[config.mk]
export PLATFORM = sky130hd
export DESIGN_NAME = rtc_host_port
export DESIGN_NICKNAME = d
export VERILOG_FILES = /design/src/rtl/rtcif_pkg.sv /design/src/rtl/rtc_bus_decode.sv /design/src/rtl/rtc_scratch_ram.sv /design/src/rtl/rtc_shadow_regs.sv /design/src/rtl/rtc_host_port.sv
export SDC_FILE = /design/constraint.sdc
export NUM_CORES = 1
export LEC_CHECK = 0
export ABC_AREA = 1
export BUFFER_PORTS_ARGS = -buffer_cell sky130_fd_sc_hd__buf_2
export CELL_PAD_IN_SITES_DETAIL_PLACEMENT = 0
export CELL_PAD_IN_SITES_GLOBAL_PLACEMENT = 1
export CORE_UTILIZATION = 43
export DETAILED_ROUTE_END_ITERATION = 8
export HOLD_SLACK_MARGIN = 0.12
export PLACE_DENSITY_LB_ADDON = 0.3
export SETUP_SLACK_MARGIN = 0.5
export SLEW_MARGIN = 15
export SYNTH_ARGS = -nofsm -noshare
export SYNTH_HDL_FRONTEND = slang
export SYNTH_HIERARCHICAL = 1
export SYNTH_SLANG_ARGS = --single-unit
[constraint.sdc]
create_clock -name clk -period 1.3 [get_ports clk]
set_input_delay 0.13 -clock clk [delete_from_list [all_inputs] [get_ports clk]]
set_output_delay 0.13 -clock clk [all_outputs]
set_load 0.01 [all_outputs]
[src/rtl/rtcif_pkg.sv]
package rtcif_pkg;
    localparam int NREG   = 8;
    localparam int BYTE_W = 8;
    localparam int TIME_W = NREG * BYTE_W;

    localparam logic [2:0] IDX_CENT = 3'd0;
    localparam logic [2:0] IDX_SEC  = 3'd1;
    localparam logic [2:0] IDX_MIN  = 3'd2;
    localparam logic [2:0] IDX_HOUR = 3'd3;
    localparam logic [2:0] IDX_DAY  = 3'd4;
    localparam logic [2:0] IDX_DATE = 3'd5;
    localparam logic [2:0] IDX_MON  = 3'd6;
    localparam logic [2:0] IDX_YEAR = 3'd7;

    localparam int WR_HALT_BIT = 7;
    localparam int RD_HALT_BIT = 6;
    localparam int STOP_BIT    = 7;
    localparam int FTEST_BIT   = 6;
    localparam int BATT_BIT    = 7;

    typedef logic [NREG-1:0][BYTE_W-1:0] regbank_t;

    typedef struct packed {
        regbank_t cnt;    // host copy of time digits, already masked
        regbank_t spare;  // storage bits outside the digit fields
        logic     tick;   // delayed one-second tick
        logic     load;   // counter load strobe
    } shadow_t;

    // bits of each register that carry counter digits
    function automatic logic [BYTE_W-1:0] count_bits(input logic [2:0] idx);
        case (idx)
            IDX_CENT: return 8'h3F;
            IDX_SEC:  return 8'h7F;
            IDX_MIN:  return 8'h7F;
            IDX_HOUR: return 8'h3F;
            IDX_DAY:  return 8'h07;
            IDX_DATE: return 8'h3F;
            IDX_MON:  return 8'h1F;
            default:  return 8'hFF;
        endcase
    endfunction

    // bits that are driven from outside and never stored
    function automatic logic [BYTE_W-1:0] fixed_bits(input logic [2:0] idx);
        return (idx == IDX_DAY) ? 8'h80 : 8'h00;
    endfunction
endpackage

[src/rtl/rtc_bus_decode.sv]
module rtc_bus_decode #(
    parameter int ADDR_W = 17
) (
    input  logic [ADDR_W-1:0] addr,
    input  logic              ce_n,
    input  logic              oe_n,
    input  logic              we_n,
    output logic              rd_en,
    output logic              wr_en,
    output logic              clk_sel,
    output logic [2:0]        sel
);
    assign wr_en   = !ce_n && !we_n;
    assign rd_en   = !ce_n && !oe_n && we_n;
    assign clk_sel = &addr[ADDR_W-1:3];
    assign sel     = addr[2:0];
endmodule

[src/rtl/rtc_scratch_ram.sv]
module rtc_scratch_ram #(
    parameter int AW = 6,
    parameter int DW = 8
) (
    input  logic          clk,
    input  logic          wr_en,
    input  logic [AW-1:0] a,
    input  logic [DW-1:0] wdata,
    output logic [DW-1:0] rdata
);
    localparam int DEPTH = 1 << AW;

    logic [DW-1:0] mem [DEPTH];

    always_ff @(posedge clk) begin
        if (wr_en) begin
            mem[a] <= wdata;
        end
    end

    assign rdata = mem[a];
endmodule

[src/rtl/rtc_shadow_regs.sv]
module rtc_shadow_regs
    import rtcif_pkg::*;
(
    input  logic              clk,
    input  logic              rst_n,
    input  logic              wr_en,
    input  logic [2:0]        sel,
    input  logic [BYTE_W-1:0] wdata,
    input  logic [TIME_W-1:0] live_time,
    input  logic              sec_tick,
    input  logic              batt_ok,
    input  logic              osc_512,
    output logic [BYTE_W-1:0] rd_data,
    output logic              load_stb,
    output logic [TIME_W-1:0] load_time,
    output logic              osc_stop,
    output logic              ftest_en
);
    shadow_t s_d, s_q;
    logic    halt;

    always_comb begin
        s_d      = s_q;
        s_d.tick = sec_tick;
        s_d.load = 1'b0;
        halt     = s_q.spare[IDX_CENT][WR_HALT_BIT] | s_q.spare[IDX_CENT][RD_HALT_BIT];
        if (s_q.tick && !halt) begin
            for (int i = 0; i < NREG; i++) begin
                s_d.cnt[i] = live_time[i*BYTE_W +: BYTE_W] & count_bits(3'(i));
            end
        end
        if (wr_en) begin
            s_d.cnt[sel]   = wdata & count_bits(sel);
            s_d.spare[sel] = wdata & ~count_bits(sel) & ~fixed_bits(sel);
            if (sel == IDX_CENT && s_q.spare[IDX_CENT][WR_HALT_BIT] && !wdata[WR_HALT_BIT]) begin
                s_d.load = 1'b1;
            end
        end
    end

    always_ff @(posedge clk or negedge rst_n) begin
        if (!rst_n) begin
            s_q <= '0;
        end else begin
            s_q <= s_d;
        end
    end

    assign load_stb  = s_q.load;
    assign load_time = s_q.cnt;
    assign osc_stop  = s_q.spare[IDX_SEC][STOP_BIT];
    assign ftest_en  = s_q.spare[IDX_DAY][FTEST_BIT];

    always_comb begin
        rd_data = s_q.cnt[sel] | s_q.spare[sel];
        if (sel == IDX_DAY) begin
            rd_data[BATT_BIT] = batt_ok;
        end
        if (sel == IDX_SEC && ftest_en && !osc_stop) begin
            rd_data[0] = osc_512;
        end
    end


    load_pulse_chk: assert property (@(posedge clk) disable iff (!rst_n)
        s_q.load |=> !s_q.load);


    load_cause_chk: assert property (@(posedge clk) disable iff (!rst_n)
        s_q.load |-> (!s_q.spare[IDX_CENT][WR_HALT_BIT] && $past(s_q.spare[IDX_CENT][WR_HALT_BIT])));


    frozen_copy_chk: assert property (@(posedge clk) disable iff (!rst_n)
        (halt && !wr_en) |=> $stable(s_q.cnt));


    refresh_chk: assert property (@(posedge clk) disable iff (!rst_n)
        (s_q.tick && !halt && !wr_en) |=> (s_q.cnt[IDX_YEAR] == $past(live_time[TIME_W-1 -: BYTE_W])));
endmodule

[src/rtl/rtc_host_port.sv]
module rtc_host_port
    import rtcif_pkg::*;
#(
    parameter int ADDR_W = 17,
    parameter int RAM_AW = 6
) (
    input  logic              clk,
    input  logic              rst_n,
    input  logic [ADDR_W-1:0] addr,
    input  logic              ce_n,
    input  logic              oe_n,
    input  logic              we_n,
    input  logic [7:0]        dq_i,
    output logic [7:0]        dq_o,
    output logic              dq_oe,
    input  logic [63:0]       live_time,
    input  logic              sec_tick,
    input  logic              osc_512,
    input  logic              batt_ok,
    output logic              load_stb,
    output logic [63:0]       load_time,
    output logic              osc_stop,
    output logic              ftest_en
);
    logic              rd_en, wr_en, clk_sel;
    logic [2:0]        sel;
    logic              ram_we, reg_we;
    logic [BYTE_W-1:0] ram_rd, reg_rd;

    rtc_bus_decode #(.ADDR_W(ADDR_W)) u_dec (
        .addr(addr), .ce_n(ce_n), .oe_n(oe_n), .we_n(we_n),
        .rd_en(rd_en), .wr_en(wr_en), .clk_sel(clk_sel), .sel(sel)
    );

    assign ram_we = wr_en && !clk_sel;
    assign reg_we = wr_en && clk_sel;

    rtc_scratch_ram #(.AW(RAM_AW), .DW(BYTE_W)) u_ram (
        .clk(clk), .wr_en(ram_we), .a(addr[RAM_AW-1:0]),
        .wdata(dq_i), .rdata(ram_rd)
    );

    rtc_shadow_regs u_regs (
        .clk(clk), .rst_n(rst_n), .wr_en(reg_we), .sel(sel), .wdata(dq_i),
        .live_time(live_time), .sec_tick(sec_tick), .batt_ok(batt_ok),
        .osc_512(osc_512), .rd_data(reg_rd), .load_stb(load_stb),
        .load_time(load_time), .osc_stop(osc_stop), .ftest_en(ftest_en)
    );

    assign dq_o  = clk_sel ? reg_rd : ram_rd;
    assign dq_oe = rd_en;


    batt_view_chk: assert property (@(posedge clk) disable iff (!rst_n)
        (dq_oe && clk_sel && sel == IDX_DAY) |-> (dq_o[BATT_BIT] == batt_ok));


    stop_track_chk: assert property (@(posedge clk) disable iff (!rst_n)
        (reg_we && sel == IDX_SEC) |=> (osc_stop == $past(dq_i[STOP_BIT])));
endmodule

# After elaboration in Yosys (flattened, before gate mapping)
# Memories as Yosys holds them, arrays and structs flattened.
# Index checks and enable logic that the tools add are counted.
# word_totals
ram_bits,512
inputBits,97
mem_count,1
regBits,130
# op_classes
reduce_logical,22
mux,25
n_eq_ne,6
bitwise,15
n_lt_le_gt_ge,2
# memory_table
name,depth,word_bits,read_ports,rd_clocked_by_memory_dff,wr,line_no,text
u_ram.mem,64,8,1,0,1,rtc_scratch_ram.sv:13,logic [DW-1:0] mem [DEPTH];
# ops
op,count
$bwmux 64,2
$mux 128,1
$and 8x8->8,11
$mux 8,11
$mux 64,1
$bmux 8 s3,2
$pmux 8 s4,1
$demux 8 s3,1
$not 8->8,2
$reduce_and 14->1,1
$logic_and 1x1->1,11
$eq 3x3->1 const B,3
$or 8x8->8,1
$logic_not 1->1,7
$eq 3x2->1 const B,2
$mux 1,6
$lt 3x4->1 const B,1
$eq 3x1->1 const B,1
$ge 3x1->1 const B,1
$logic_not 3->1,1
$reduce_or 3->1,1
$reduce_or 2->1,1
$or 1x1->1,1

# Longest topological paths before layout
# logic_depth
ltp_word,9
mapped_depth,15
ltp_nobuf,13

# Modules after synthesis
# Netlist, hierarchy kept.
# modules_own_cells
module,cells_each,seq_area_each_um2,n_inst,area_per_inst_um2
rtc_scratch_ram,2159,15374.7,1,21884.7
rtc_shadow_regs,770,3228.1,1,6289.8
rtc_host_port,30,0.0,1,116.4
rtc_bus_decode,19,0.0,1,86.3

# Worst setup path before layout
# OpenSTA, ideal clock, no wires.
# synth_path
kind,input-to-reg
from,in addr[9]
to,mem u_ram.mem[41][0] (enable)
slack_ns,-0.884
arrival_time_ns,1.790
setup_time_ns,0.395
t_required_ns,0.905
path_buffers,2
path_stages,9
cell_sequence,nand2_1 nor2_1 nand2_1 nor2_1 buf_4 nor2_1 clkbuf_1 inv_1 nor4_1
# synth_between
elab_chain_cells,5
# synth_lines
element,line_no,text
start: declaration,rtc_host_port.sv:9,"input logic [ADDR_W-1:0] addr,"
$reduce_and 14->1,rtc_bus_decode.sv:15,assign clk_sel = &addr[ADDR_W-1:3];
via clk_sel,rtc_host_port.sv:25,"logic rd_en, wr_en, clk_sel;"
$logic_not 1->1,rtc_host_port.sv:35,assign ram_we = wr_en && !clk_sel;
$logic_and 1x1->1,rtc_host_port.sv:35,
via ram_we,rtc_host_port.sv:27,"logic ram_we, reg_we;"
$mux 1,rtc_scratch_ram.sv:16,if (wr_en) begin
$mux 1 (implied by the code),rtc_scratch_ram.sv:17,mem[a] <= wdata;
end: declaration,rtc_scratch_ram.sv:13,
# The timed path passes the listed nets, and every way through them passes these cells.

# Worst setup path in the final report
# layout_path
from,mem u_ram.mem[39][6]
to,out dq_o[6]
# layout_between
elab_chain_cells,2
# layout_lines
element,line_no,text
$mem_v2 64x8,-,
via ram_rd[6],rtc_host_port.sv:28,"logic [BYTE_W-1:0] ram_rd, reg_rd;"
$mux 8,rtc_host_port.sv:50,assign dq_o = clk_sel ? reg_rd : ram_rd;
end: declaration,rtc_host_port.sv:14,"output logic [7:0] dq_o,"
# The timed path passes the listed nets, and every way through them passes these cells.

==> results.ini <==
[logic_synthesis]
synth_nets = 3075
async_flop_share = 0.201
syn-mean-instance-area_sq_um = 9.53
syn_area_sq_mm = 0.0284
yosys-top-cells-count = nand2_1 (1549), edfxtp_1 (512), nor2_1 (216)
synth_largest_area_cell = edfxtp_1
synth-seq-cells = 641
yosys_warnings = 6
synthFlopType = edfxtp_1
ys_types = 33
ys_top_cells_by_area = edfxtp_1 (54%), nand2_1 (20%), dfrtp_1 (11%), nor2_1 (2.9%), buf_4 (2.1%)
synth_top_cell_area_share = 0.542
ys_seq_area_frac = 0.656
synth_edf_count = 512
synthCells = 2978
synth.most_common_cell = nand2_1

[drt]
first_pass_iters = 5
viasPerCell = 5.12
vias = 22225
routed_wl_um = 89100
wl_per_cell_um = 20.5
dr.first_iter.drc_count = 2130
drcViolationCount = 0
ant_nets = 0

[power_and_ir_drop]
total_power_w = 0.0467
powerDensity_mw_per_mm2 = 1240
ir_drop_v = 0.00110
p_leak_nw = 16.5

[timing]
tightest_slew_ns = 0.641
relSlewSlack = 0.573
final.setup.worst_slack_ns = -0.943
skew_ns = 0.00606
final.period_utilization = 1.73
clock.fmax_mhz = 446
hold_violations = 9
final-setup-viol-count = 126
rsz0062_at_grt = true
slew_violations = 0
holdWs_ns = -0.0580
layout_min_cycle_time_ns = 2.24

[die]
core-area_sq_mm = 0.0648
dieArea_sq_mm = 0.0670
die_w_um = 259
ios = 173
initial_utilization = 0.438
fp.dieH_um = 259
rows = 93

[place]
place_congestion = 0.919
hpwl_um = 58500
io_buffers = 156
place_area_sq_mm = 0.0325
pre_cts_slack_ns = -0.779

[critical_path]
crit_required_ns = 1.17
worstSetupStartpointType = flip-flop
critical_path_class = flip-flop to primary output
cp.arrival_ns = 2.11
reg2reg_depth = 9
cp_max_fo = 1
cp-end-kind = primary output

[cts]
cts.sinks = 641
cts_buffers = 69
clock_latency_ns = 0.61
root_buffer = clkbuf_16
hold_buffers = 54
htreeDepth = 3
clk_path_buf_depth = 3
cts_tree = built
path_clk_slew_ns = 0.06

[cells_and_area]
final_util = 0.581
multi_input_area_sq_mm = 0.00911
nFillCells = 5323
layout.nets = 3530
syn2layout_area_growth_pct = 32.6
drive_gt1_frac = 0.257
n_antenna_cell = 0
seqCellArea_sq_mm = 0.0186
fin_area_sq_mm = 0.0376

[min_path]
hp-class = primary input to async pin

[global_route]
grt_max_degree = 48
grt_pass1_vias = 22197
grt.total_usage = 0.265
grt_antenna_before_repair = 1
globalRoute.totalOverflow = 0
grt_pass1_wl_um = 133000

[run_status]
status = complete, but fails checks
violations = hold timing, setup timing

[run]
drv_cap = 0

-- layer usage --
| metal | part of all wire | routed length [um] | track usage |
|---|---|---|---|
| met1 | 0.43 | 38200 | 0.365 |
| met2 | 0.48 | 42900 | 0.431 |
| met3 | 0.058 | 5130 | 0.0353 |
| met4 | 0.032 | 2850 | 0.0899 |
| met5 | 0.00015 | 13 | 0 |
-- critical path, cell delays in order, from the launching register on --
cell and delay [ns]:
edfxtp_1 0.37, or2_4 0.26, nand2_1 0.07, nand2_1 0.06, o21ai_1 0.16, nand2_2 0.10
nor2_4 0.13, nand2_1 0.07, nand2_1 0.09, nand2_2 0.09, buf_6 0.13
-- repair_timing --
action                                 CTS  global route
setup buffers                           18            12
pin swaps                               68            72
gates cloned                             9             3
endpoints found under the hold margin  281            77
gates resized for setup                307           198
setup endpoints to repair              716           761
-- final timing paths --
check | startpoint | end | slack, ns
min in group clk | dq_i[7] | flip-flop | 0.08
min reg2reg | flip-flop | flip-flop | 0.48
max | u_ram/mem[39][6]$_DFFE_PP_ | dq_o[6] | -0.94
max in group asynchronous | rst_n | u_regs/s_q[2]$_DFFE_PN0P_ | 0.77
min | rst_n | u_regs/load_time[10]$_DFF_PN0_ | -0.06
max reg2reg | flip-flop | u_regs/load_time[22]$_DFF_PN0_ | -0.31
-- report_power, final --
part / total [W] / switching, W / internal (W)
Combinational: 0.00507 / 0.00298 / 0.00209
Sequential: 0.0225 / 0.000159 / 0.0224
Clock: 0.0191 / 0.00810 / 0.0110
Total: 0.0467 / 0.0112 / 0.0355
-- layout by cell type (no fill, tap or decap), types with 16 or more instances in the layout --
cell	instances
nand2_1	1453
edfxtp_1	512
buf_4	198
buf_6	161
nor2_1	146
dfrtp_1	126
inv_1	102
nand2_2	83
buf_2	80
clkbuf_16	75
buf_12	70
dlygate4sd3_1	54
nor2_4	44
o21ai_0	43
nor2_2	34
nand3_1	32
o21ai_1	32
o21ai_2	21
o22ai_1	21
clkbuf_1	18
nand2_4	16
-- stage by stage --
stage / setup TNS [ns] / cells
3_5_place_dp: -429.78 / 4121
6_report: -24.35 / 4343
4_1_cts: -15.14 / 4328
2_1_floorplan: -201.00 / 2978
5_1_grt: -28.11 / 4343
3_3_place_gp: -425.89 / 4121
-- state kept, by name, indices dropped and copies added, names as in the netlist, named ones only --
signal / flops
u_regs/load_stb: 1
u_ram/mem: 512
u_regs/load_time: 64
u_regs/s_q: 25
-- logic make-up (layout without fill, tap and decap cells) --
| logic type | count (synthesis) | count (layout) | synth area share |
|---|---|---|---|
| AOI/OAI and AO/OA | 153 | 153 | 0.0289 |
| and+or+nand+nor | 1857 | 1858 | 0.253 |
| DFF | 641 | 641 | 0.656 |
| buffers and inverters | 327 | 836 | 0.0622 |
-- layout make-up --
cell class / count / share of cell area
flip-flops and latches: 641 / 0.495
repair buffers: 588 / 0.164
multi-input cells: 2011 / 0.242
clock buffers: 93 / 0.0511
inverters: 122 / 0.0134
clock inverters: 33 / 0.00685
well taps: 855 / 0.0284
(Power assumes the default switching activity.)
